### config.mk
export PLATFORM = sky130hd
export DESIGN_NAME = hdac_encoder
export DESIGN_NICKNAME = d
export VERILOG_FILES = /design/src/rtl/hdac_pkg.sv /design/src/rtl/hdac_clamp.sv /design/src/rtl/hdac_digit_div.sv /design/src/rtl/hdac_pin_map.sv /design/src/rtl/hdac_ctrl.sv /design/src/rtl/hdac_encoder.sv
export SDC_FILE = /design/constraint.sdc
export NUM_CORES = 1
export LEC_CHECK = 0
export ABC_AREA = 1
export BUFFER_PORTS_ARGS = -buffer_cell sky130_fd_sc_hd__buf_2
export CAP_MARGIN = 20
export CORE_MARGIN = 5
export CORE_UTILIZATION = 58
export CTS_CLUSTER_DIAMETER = 30
export DETAILED_ROUTE_END_ITERATION = 7
export PLACE_DENSITY = 0.79
export SLEW_MARGIN = 20
export SYNTH_ARGS = -nofsm -noshare
export SYNTH_HDL_FRONTEND = slang
export SYNTH_SLANG_ARGS = --single-unit
### constraint.sdc
create_clock -name clk -period 2.72 [get_ports clk]
set_clock_uncertainty 0.05 [all_clocks]
set_input_delay 0.272 -clock clk [delete_from_list [all_inputs] [get_ports clk]]
set_output_delay 0.272 -clock clk [all_outputs]
set_load 0.01 [all_outputs]
### src/rtl/hdac_pkg.sv
package hdac_pkg;

    typedef enum logic [1:0] {
        TDIG_LOW  = 2'd0,
        TDIG_MID  = 2'd1,
        TDIG_HIGH = 2'd2
    } tdig_e;

    function automatic int level_count(input int tern_pins, input int bin_pins);
        int acc;
        acc = 1;
        for (int i = 0; i < tern_pins; i++) acc = acc * 3;
        for (int i = 0; i < bin_pins; i++) acc = acc * 2;
        return acc;
    endfunction

endpackage

### src/rtl/hdac_clamp.sv
module hdac_clamp #(
    parameter int LEVEL_W   = 7,
    parameter int TERN_PINS = 3,
    parameter int BIN_PINS  = 2
) (
    input  logic [LEVEL_W-1:0] level_i,
    output logic [LEVEL_W-1:0] level_o
);
    localparam int LEVELS = hdac_pkg::level_count(TERN_PINS, BIN_PINS);
    localparam logic [LEVEL_W-1:0] TOP_CODE = LEVEL_W'(LEVELS - 1);

    always_comb begin
        level_o = (level_i > TOP_CODE) ? TOP_CODE : level_i;
        assert (level_o <= TOP_CODE) else $error("assert_clamp_range_R5");
    end
endmodule

### src/rtl/hdac_digit_div.sv
module hdac_digit_div #(
    parameter int LEVEL_W = 7
) (
    input  logic [LEVEL_W-1:0] rem_i,
    input  logic               tern_i,
    output logic [LEVEL_W-1:0] quot_o,
    output logic [1:0]         digit_o
);
    always_comb begin
        if (tern_i) begin
            quot_o  = rem_i / LEVEL_W'(3);
            digit_o = 2'(rem_i % LEVEL_W'(3));
        end else begin
            quot_o  = rem_i >> 1;
            digit_o = {1'b0, rem_i[0]};
        end
    end
endmodule

### src/rtl/hdac_pin_map.sv
module hdac_pin_map #(
    parameter int TERN_PINS = 3,
    parameter int BIN_PINS  = 2,
    localparam int NPINS    = TERN_PINS + BIN_PINS
) (
    input  logic [NPINS*2-1:0] digits_i,
    output logic [NPINS-1:0]   oe_o,
    output logic [NPINS-1:0]   dat_o
);
    import hdac_pkg::*;

    for (genvar t = 0; t < TERN_PINS; t++) begin : g_tern
        tdig_e dig;
        assign dig = tdig_e'(digits_i[t*2 +: 2]);
        always_comb begin
            case (dig)
                TDIG_HIGH: begin oe_o[t] = 1'b1; dat_o[t] = 1'b1; end
                TDIG_MID:  begin oe_o[t] = 1'b0; dat_o[t] = 1'b0; end
                default:   begin oe_o[t] = 1'b1; dat_o[t] = 1'b0; end
            endcase
        end
    end

    for (genvar b = TERN_PINS; b < NPINS; b++) begin : g_bin
        assign oe_o[b]  = 1'b1;
        assign dat_o[b] = digits_i[b*2] | digits_i[b*2+1];
    end
endmodule

### src/rtl/hdac_ctrl.sv
module hdac_ctrl #(
    parameter int LEVEL_W   = 7,
    parameter int TERN_PINS = 3,
    parameter int BIN_PINS  = 2,
    localparam int NDIG     = TERN_PINS + BIN_PINS,
    localparam int IDX_W    = (NDIG > 1) ? $clog2(NDIG) : 1
) (
    input  logic               clk,
    input  logic               rst_n,
    input  logic               load_i,
    input  logic [LEVEL_W-1:0] sat_level_i,
    input  logic [LEVEL_W-1:0] quot_i,
    input  logic [1:0]         digit_i,
    output logic [LEVEL_W-1:0] rem_o,
    output logic               tern_o,
    output logic               busy_o,
    output logic               done_o,
    output logic [NDIG*2-1:0]  held_o
);
    localparam logic [IDX_W-1:0] LAST_IDX = IDX_W'(NDIG - 1);
    localparam logic [IDX_W-1:0] TERN_LIM = IDX_W'(TERN_PINS);

    typedef struct packed {
        logic               busy;
        logic               done;
        logic [IDX_W-1:0]   idx;
        logic [LEVEL_W-1:0] rem;
        logic [NDIG*2-1:0]  work;
        logic [NDIG*2-1:0]  held;
    } ctrl_st_t;

    ctrl_st_t st_d, st_q;

    always_comb begin
        st_d      = st_q;
        st_d.done = 1'b0;
        if (!st_q.busy) begin
            if (load_i) begin
                st_d.busy = 1'b1;
                st_d.idx  = '0;
                st_d.rem  = sat_level_i;
                st_d.work = '0;
            end
        end else begin
            st_d.work[st_q.idx*2 +: 2] = digit_i;
            st_d.rem = quot_i;
            if (st_q.idx == LAST_IDX) begin
                st_d.busy = 1'b0;
                st_d.done = 1'b1;
                st_d.held = st_d.work;
            end else begin
                st_d.idx = st_q.idx + 1'b1;
            end
        end
    end

    always_ff @(posedge clk) begin
        if (!rst_n) begin
            st_q <= '0;
        end else begin
            st_q <= st_d;
        end
    end

    assign rem_o  = st_q.rem;
    assign tern_o = (st_q.idx < TERN_LIM);
    assign busy_o = st_q.busy;
    assign done_o = st_q.done;
    assign held_o = st_q.held;

    // committed digits only move on completion
    assert_hold_between_R8: assert property (@(posedge clk) disable iff (!rst_n)
        !st_q.done |-> $stable(st_q.held));

    // a running conversion cannot be abandoned or restarted by load
    assert_busy_ends_in_done_R7: assert property (@(posedge clk) disable iff (!rst_n)
        st_q.busy |=> (st_q.busy || st_q.done));

    // done is a single pulse that follows busy
    assert_done_after_busy_R6: assert property (@(posedge clk) disable iff (!rst_n)
        st_q.done |-> ($past(st_q.busy) && !st_q.busy));
endmodule

### src/rtl/hdac_encoder.sv
module hdac_encoder #(
    parameter int LEVEL_W   = 7,
    parameter int TERN_PINS = 3,
    parameter int BIN_PINS  = 2,
    localparam int NPINS    = TERN_PINS + BIN_PINS
) (
    input  logic               clk,
    input  logic               rst_n,
    input  logic               load_i,
    input  logic [LEVEL_W-1:0] level_i,
    output logic               busy_o,
    output logic               done_o,
    output logic [NPINS-1:0]   pin_oe_o,
    output logic [NPINS-1:0]   pin_dat_o
);
    logic [LEVEL_W-1:0] sat_level;
    logic [LEVEL_W-1:0] rem;
    logic [LEVEL_W-1:0] quot;
    logic [1:0]         digit;
    logic               tern_sel;
    logic [NPINS*2-1:0] held;

    hdac_clamp #(
        .LEVEL_W  (LEVEL_W),
        .TERN_PINS(TERN_PINS),
        .BIN_PINS (BIN_PINS)
    ) clamp_i (
        .level_i(level_i),
        .level_o(sat_level)
    );

    hdac_digit_div #(
        .LEVEL_W(LEVEL_W)
    ) div_i (
        .rem_i  (rem),
        .tern_i (tern_sel),
        .quot_o (quot),
        .digit_o(digit)
    );

    hdac_ctrl #(
        .LEVEL_W  (LEVEL_W),
        .TERN_PINS(TERN_PINS),
        .BIN_PINS (BIN_PINS)
    ) ctrl_i (
        .clk        (clk),
        .rst_n      (rst_n),
        .load_i     (load_i),
        .sat_level_i(sat_level),
        .quot_i     (quot),
        .digit_i    (digit),
        .rem_o      (rem),
        .tern_o     (tern_sel),
        .busy_o     (busy_o),
        .done_o     (done_o),
        .held_o     (held)
    );

    hdac_pin_map #(
        .TERN_PINS(TERN_PINS),
        .BIN_PINS (BIN_PINS)
    ) map_i (
        .digits_i(held),
        .oe_o    (pin_oe_o),
        .dat_o   (pin_dat_o)
    );

    // binary pins are always driven
    assert_upper_driven_R4: assert property (@(posedge clk) disable iff (!rst_n)
        &pin_oe_o[NPINS-1:TERN_PINS]);

    // released pins carry a low data value
    assert_released_low_R9: assert property (@(posedge clk) disable iff (!rst_n)
        (~pin_oe_o & pin_dat_o) == '0);

    // done never lasts two cycles
    assert_done_pulse_R6: assert property (@(posedge clk) disable iff (!rst_n)
        done_o |=> !done_o);
endmodule

==> flow_summary_export.csv, run 1 <==
group,metric,value,unit
routing,routed_via_density,5.241,
synth,seq_area_frac_synth,0.3314,
die,start_util,0.5886,
pwr,p_int,0.7362,mW
synth,synth-seq-cells,32,
setup_path,r2r_start,"ctrl_i.rem_o[6]$_SDFFE_PN0P_",
die,die-area,0.004587,mm^2
setup_path,cp_data_required_time,2.95,ns
clock_network,postCtsHoldBufs,0,
pwr,power_density,483.2,mW/mm^2
timing,worst_slack,-0.0005553,ns
clock_network,cts-root-buf,"clkbuf_4",
routing,drt-met1-wl,2166,um
place,dp_hpwl,3066,um
routing,wl_per_cell,12.27,um
pwr,p_seq_frac,0.442,
global_routing,antenna_found_initial,0,
routing,highest_layer,"met4",
routing,wl_met2,2166,um
routing,detail_route.wirelength,4529,um
setup_path,endpoint,"ctrl_i.st_q[15]$_SDFFE_PN0P_",
clock_network,htreeDepth,2,
die,die_h,67.73,um
timing,rsz0062_at_grt,"yes",
clock_network,cts_tree,"built",
routing,wl_met3,155,um
setup_path,r2r_slack,-0.0006,ns
cells_and_area,nNetsFinal,341,
synth,syn_avg_cell_area,6.689,um^2
routing,ant_nets,0,
synth,yosys.cell_types.count,31,
synth,yosysWarnings,0,
routing,drcViolationCount,0,
die,pin_count,22,
global_routing,grt-ovfl-total,0,
setup_path,crit_type,"flop to flop",
clock_network,clock_latency,0.34,ns
timing,timing_hold_violations_final,0,
cells_and_area,multi_input_area,0.001250,mm^2
setup_path,reg2regPathDepth,24,
clock_network,clk_pin_slew,0.10,ns
synth,netlist_area,0.001933,mm^2
routing,vias,1934,
job,cap_violations,0,
cells_and_area,diodes,0,
cells_and_area,synthToLayoutAreaGrowth,22.39,%
pwr,leakage,1.085,nW
setup_path,endpoint_kind,"flop",
place,gp_congestion,0.8427,
setup_path,critPathLaunchType,"flop",
place,port_buffers,19,
timing,slew_headroom,0.4852,
setup_path,critPathArrivalTime,2.95,ns
clock_network,numCtsBuffers,5,
status,violations,"setup timing",
timing,setup_violations,1,
clock_network,clock_path_buffers,2,
timing,timing.hold.ws,0.1254,ns
cells_and_area,drive_gt1_frac,0.3127,
die,core_area,0.003284,mm^2
die,die_x,67.73,um
clock_network,cts.sinks,32,
pwr,p_switching,0.4070,mW
pwr,total_power,1.143,mW
timing,finalMaxSlewViolations,0,
timing,setup_tns,-0.0005553,ns
global_routing,grt_pass1_vias,1819,
routing,drt_pre_antenna_iters,4,
synth,postSynthCellCount,289,
pwr,combPwrFrac,0.303,
worst_hold_path,hp-class,"input port to flop",
setup_path,reg2reg_to,"ctrl_i.st_q[15]$_SDFFE_PN0P_",
routing,first_iter_violations,138,
status,outcome,"finished with violations",
pwr,clockPowerShare,0.255,
pwr,swShare,0.3560,
global_routing,track_usage,0.2124,
timing,period_share,1.000,
global_routing,grt_start_max_net_pins,18,
timing,max_freq,367.6,MHz
setup_path,cp_max_fo,5,
cells_and_area,seq_area,651.9,um^2
timing,tightest_slew,0.7693,ns
timing,final.min_clock_period,2.721,ns
global_routing,grt_pass1_wl,7534,um
pwr,peakVddDrop,0.0003898,V
setup_path,crit_start,"ctrl_i.rem_o[6]$_SDFFE_PN0P_",
cells_and_area,n_fill_cell,274,
die,rows,21,
## logic make-up after synthesis
| kind of cell | count (synthesis) | synth area share |
|---|---|---|
| adders and majority gates | 9 | 0.05825 |
| AOI/OAI and AO/OA | 64 | 0.1929 |
| other | 1 | 0.001940 |
| DFF | 32 | 0.3314 |
| buffers and inverters | 46 | 0.09385 |
| and+or+nand+nor | 137 | 0.3217 |
## power groups by stage
stage / Sequential, mW / Clock (mW) / Combinational (mW)
finish: 0.505 / 0.292 / 0.347
global route: 0.507 / 0.321 / 0.388
CTS: 0.502 / 0.294 / 0.265
detailed placement: 0.513 / 0 / 0.264
global placement: 0.513 / 0 / 0.259
floorplan: 0.506 / 0 / 0.210
## sequential cells by signal, summed over array words and instances (netlist names)
register	flops
ctrl_i.st_q	13
ctrl_i.rem_o	7
ctrl_i.done_o	1
ctrl_i.held_o	10
ctrl_i.busy_o	1
## worst min-delay path by stage
| stage | start | endpoint | slack (ns) | depth (start not counted) |
|---|---|---|---|---|
| after global placement | ctrl_i.st_q[11]$_SDFFE_PN0P_ | ctrl_i.st_q[11]$_SDFFE_PN0P_ | 0.40 | 2 |
| final | level_i[6] | ctrl_i.rem_o[6]$_SDFFE_PN0P_ | 0.13 | 3 |
| after global routing | level_i[6] | ctrl_i.rem_o[6]$_SDFFE_PN0P_ | 0.14 | 3 |
| after CTS | level_i[6] | ctrl_i.rem_o[6]$_SDFFE_PN0P_ | 0.13 | 3 |
| after floorplan | rst_n | ctrl_i.held_o[1]$_SDFFE_PN0P_ | 0.36 | 2 |
| after detailed placement | ctrl_i.st_q[16]$_SDFFE_PN0P_ | ctrl_i.st_q[16]$_SDFFE_PN0P_ | 0.41 | 2 |
## metrics by stage
step / instance area, um^2 / util / std cells / worst slack (ns)
finish: 2366 / 0.7204 / 369 / -0.0005553
global route: 2366 / 0.7204 / 369 / -0.2102
CTS: 2157 / 0.6568 / 361 / 0.01585
detailed placement: 2096 / 0.6381 / 353 / 0.03430
global placement: 2096 / 0.6381 / 353 / 0.09466
floorplan: 1937 / - / 290 / 0.3626
## cells in the mapped netlist
cell,n,area [um^2]
nand4_1,4,25.02
o21ai_1,4,20.02
nor3_1,1,5.000
nor2_1,26,97.59
nand2_2,15,93.84
inv_2,2,7.510
o211ai_1,2,15.01
dfxtp_1,32,640.6
buf_4,2,15.01
nand3_2,3,30.03
nor3_2,1,10.01
a2111oi_0,1,8.760
nor4_1,2,12.51
a21boi_2,1,11.26
a22oi_1,1,7.510
conb_1,1,3.750
a21oi_1,22,110.1
o21ai_0,20,100.1
a31oi_1,5,31.28
buf_2,1,5.000
or2_2,3,18.77
inv_1,35,131.4
clkbuf_1,5,18.77
a211oi_1,1,7.510
a21oi_2,4,35.03
nand2_1,67,251.5
ha_1,9,112.6
o21ai_2,3,26.28
nand3_1,13,65.06
clkinv_1,1,3.750
nor2_2,2,12.51
## metal layers
layer  vias up  global-route usage
met5         -                   0
met4         0             0.07342
met2        37              0.3329
met3         5             0.04160
li1       1011                   -
met1       881              0.2888
## area by class of cell
cell class	instances	area share
clock buffers	6	0.02168
clock inverters	2	0.004231
inverters	38	0.06134
multi-input cells	212	0.5283
flip-flops and latches	32	0.2755
well taps	46	0.02433
repair buffers	33	0.08461
## worst max-delay path, cell delays in order (launching register included)
cell	delay [ns]
dfxtp_4	0.37
inv_2	0.07
nand3_2	0.06
nand2_2	0.08
nand2_2	0.07
nand2_2	0.09
nand3_2	0.06
nand2_2	0.10
nand2_4	0.07
nand2_2	0.09
nand2_2	0.08
nand2_4	0.11
inv_2	0.05
ha_4	0.16
inv_4	0.06
nand3_2	0.06
nand2_1	0.06
inv_1	0.05
o21ai_2	0.19
nand3_4	0.14
nand2_4	0.12
nand2_4	0.07
o21ai_2	0.15
nand2_1	0.08
a21oi_2	0.17
## what timing repair did
| item | CTS | global route |
|---|---|---|
| resized for setup | 0 | 47 |
| setup buffers | 0 | 8 |
| setup endpoints to repair | 0 | 21 |
## layout by cell type (no fill, tap or decap), types with 7 or more instances in the layout
cell type  instances
buf_4             14
nor2_1            25
nand2_4            8
nand2_2           12
inv_1             30
ha_1               7
dfxtp_1           29
o21ai_0           15
nand3_1            9
nand2_1           62
buf_2             19
a21oi_1           20
Note: power is estimated with default switching activity, not from simulation.
==> run 2, diff against run 1 <==
Settings changed: CORE_UTILIZATION 58 to 59, SYNTH_HIERARCHICAL set to 1.
==> run 2 against run 1 <==
Against the previous run:
- the run now ends clean
- sequential power rose by 2%
- clock-buffer cell count did not move
- routed wire length rose by 14%
- maximum frequency rose by 3.2%
- clock power rose by 16%
- cell count rose by 20%
- largest cell class unchanged
- largest power group unchanged
==> flow_summary_export.csv, run 2 <==
group,metric,value,unit
die,die-area,0.005330,mm^2
place,port_buffers,19,
routing,drt_pre_antenna_iters,4,
routing,first_iter_violations,148,
routing,vias,2170,
setup_path,endpoint,"ctrl_i/st_q[18]$_SDFFE_PN0P_",
setup_path,reg2regPathDepth,22,
global_routing,antenna_found_initial,0,
pwr,leakage,1.303,nW
die,die_x,73.01,um
cells_and_area,final_cell_mix,"nand2_1, inv_1, nand3_1",
clock_network,cts.sinks,32,
clock_network,htreeDepth,2,
timing,setup_tns,0,ns
timing,timing_hold_violations_final,0,
setup_path,path_cells,"nand2_2 -> nand2_2 -> nand2_1 -> nand2_2 -> nor2_4 -> o21ai_2 -> nand2_2 -> inv_2 -> ha_4 -> a21oi_4 -> nand3_2 -> nand2_2 -> nand2_2 -> nand2_2 -> nand2_2 -> nand2_2 -> inv_2 -> nor2_4 -> nand2_1 -> nand3_2 -> nand3_1 -> a21oi_1",
setup_path,crit_family,"simple AND/OR/NAND/NOR gates",
setup_path,cpPeakStageDelay,0.41,ns
global_routing,grt_pass1_wl,8231,um
cells_and_area,regMostFlops,"ctrl_i/st_q",
clock_network,clock_path_buffers,2,
clock_network,cts_tree,"built",
cells_and_area,final_common_cell,"nand2_1",
setup_path,crit_type,"flop to flop",
clock_network,clk_pin_slew,0.06,ns
synth,synth_area_leader_cell,"dfxtp_1",
global_routing,grt_start_max_net_pins,22,
setup_path,r2r_start,"ctrl_i/rem_o[6]$_SDFFE_PN0P_",
synth,synthTopCellsByArea,"dfxtp_1, nand2_1, inv_1, nand3_1, buf_4",
setup_path,cp_max_fo,7,
timing,finalMaxSlewViolations,0,
synth,synth_top_cells_by_count,"nand2_1, inv_1, nand3_1",
timing,setup_violations,0,
clock_network,numCtsBuffers,5,
synth,ys_async_sr_fraction,0,
setup_path,cp_num_cells,22,
routing,routed_via_density,4.898,
cells_and_area,nNetsFinal,410,
die,core_area,0.003914,mm^2
global_routing,track_usage,0.1965,
cells_and_area,synthToLayoutAreaGrowth,11.48,%
routing,wl_per_cell,11.69,um
setup_path,crit_start,"ctrl_i/rem_o[6]$_SDFFE_PN0P_",
setup_path,critPathLaunchType,"flop",
status,outcome,"finished clean",
place,dp_hpwl,3513,um
setup_path,crit_top_cell,"nand2_2",
timing,final.min_clock_period,2.637,ns
job,cap_violations,0,
global_routing,grt-ovfl-total,0,
synth,synth_most_common_cell,"nand2_1",
synth,synth-seq-cells,32,
worst_hold_path,hold_path_depth,4,
timing,tightest_slew,0.6796,ns
synth,yosysTopAreaCellShare,0.2735,
cells_and_area,drive_gt1_frac,0.2646,
setup_path,critPathArrivalTime,2.80,ns
die,pin_count,22,
setup_path,cp_slowest_cell,"dfxtp_4",
timing,rsz0062_at_grt,"yes",
setup_path,reg2reg_to,"ctrl_i/st_q[18]$_SDFFE_PN0P_",
synth,seq_area_frac_synth,0.2735,
routing,drcViolationCount,0,
timing,period_share,0.9696,
synth,postSynthCellCount,386,
cells_and_area,largest_reg_flops,13,
setup_path,endpoint_kind,"flop",
synth,yosysWarnings,6,
synth,netlist_area,0.002342,mm^2
synth,synth_edf_count,0,
place,gp_congestion,0.9359,
cells_and_area,diodes,0,
global_routing,grt_pass1_vias,1926,
die,rows,23,
timing,slew_headroom,0.5465,
pwr,peakVddDrop,0.0002929,V
synth,yosys.cell_types.count,28,
setup_path,path_buf_inv,2,
cells_and_area,post-route-util,0.6672,
synth,syn_avg_cell_area,6.068,um^2
routing,detail_route.wirelength,5177,um
routing,ant_nets,0,
setup_path,cp_data_required_time,2.88,ns
worst_hold_path,hp-class,"input port to flop",
clock_network,cts-root-buf,"clkbuf_8",
pwr,power_density,463.2,mW/mm^2
synth,synth_ff_type,"dfxtp_1",
timing,max_freq,379.2,MHz
setup_path,r2r_slack,0.08,ns
cells_and_area,n_fill_cell,361,
die,start_util,0.5985,
clock_network,clock_latency,0.28,ns
die,die_h,73.01,um
## run 2: cell count changes in the layout (fill, tap and decap cells not counted), sizes merged, moves of 2 or more
cell and change:
a31oi -4, ha -2, inv +29, or2 -3, nand2 +42, nand4 -2
nor4 -2, nor2 +9, a21oi -10, buf -4, nand3 +28, o21ai -10
## run 2: final cells by class
type / instances / area, um^2 / area share
multi-input cells: 257 / 1389 / 0.5319
flip-flops and latches: 32 / 653.1 / 0.2501
inverters: 67 / 254.0 / 0.09727
repair buffers: 30 / 175.2 / 0.06708
clock buffers: 6 / 72.57 / 0.02779
well taps: 50 / 62.56 / 0.02396
clock inverters: 1 / 5.005 / 0.001917
## run 2: worst register-to-register path, cell delays in order (launching register included)
cell,delay [ns]
dfxtp_4,0.41
nand2_2,0.10
nand2_2,0.08
nand2_1,0.06
nand2_2,0.11
nor2_4,0.05
o21ai_2,0.20
nand2_2,0.09
inv_2,0.07
ha_4,0.20
a21oi_4,0.13
nand3_2,0.08
nand2_2,0.11
nand2_2,0.06
nand2_2,0.06
nand2_2,0.05
nand2_2,0.08
inv_2,0.04
nor2_4,0.11
nand2_1,0.09
nand3_2,0.09
nand3_1,0.08
a21oi_1,0.14
## run 2: per-stage QoR
step,hold WS [ns],instances,cell area (um^2),setup WS [ns],power (mW)
floorplan,0.3851,387,2346,0.09116,0.7515
global placement,0.4022,427,2315,-0.04933,0.7855
detailed placement,0.4080,427,2315,-0.2305,0.7936
CTS,0.2357,435,2431,0.005654,1.150
global route,0.2667,443,2611,-0.1453,1.287
finish,0.2427,443,2611,0.08271,1.210
## run 2: cells by family after synthesis
logic type	Yosys count	share of synthesized area
simple gates	209	0.3942
other cells	2	0.003206
flops	32	0.2735
buf+inv	98	0.1944
compound gates	38	0.09723
fa+ha+maj	7	0.03739
## run 2: power by group
part           total, mW  internal, mW  switching, mW
combinational      0.356         0.134          0.222
clock              0.340         0.174          0.166
sequential         0.514         0.482         0.0310
## run 2: how the worst min path moves through the flow
| stage | slack [ns] | startpoint | to |
|---|---|---|---|
| 6_report | 0.24 | load_i | ctrl_i/st_q[29]$_SDFFE_PN0P_ |
| 5_1_grt | 0.27 | load_i | ctrl_i/st_q[29]$_SDFFE_PN0P_ |
| 4_1_cts | 0.24 | load_i | ctrl_i/st_q[29]$_SDFFE_PN0P_ |
| 3_5_place_dp | 0.41 | ctrl_i/st_q[18]$_SDFFE_PN0P_ | ctrl_i/st_q[18]$_SDFFE_PN0P_ |
| 3_3_place_gp | 0.40 | ctrl_i/st_q[11]$_SDFFE_PN0P_ | ctrl_i/st_q[11]$_SDFFE_PN0P_ |
| 2_1_floorplan | 0.39 | rst_n | ctrl_i/done_o$_SDFF_PN0_ |
## run 2: layer usage
layer / GRT usage / vias up / part of all wire
li1: - / 1175 / -
met1: 0.2572 / 929 / 0.44
met2: 0.3088 / 58 / 0.48
met3: 0.04959 / 8 / 0.056
met4: 0.07582 / 0 / 0.019
met5: 0 / - / 0
## run 2: what timing repair did
item	in CTS	in global routing
hold buffers	0	0
endpoints found under the hold margin	0	0
pin swaps	1	21
endpoints found under the setup margin	16	19
resized for setup	12	35
buffers inserted	1	8
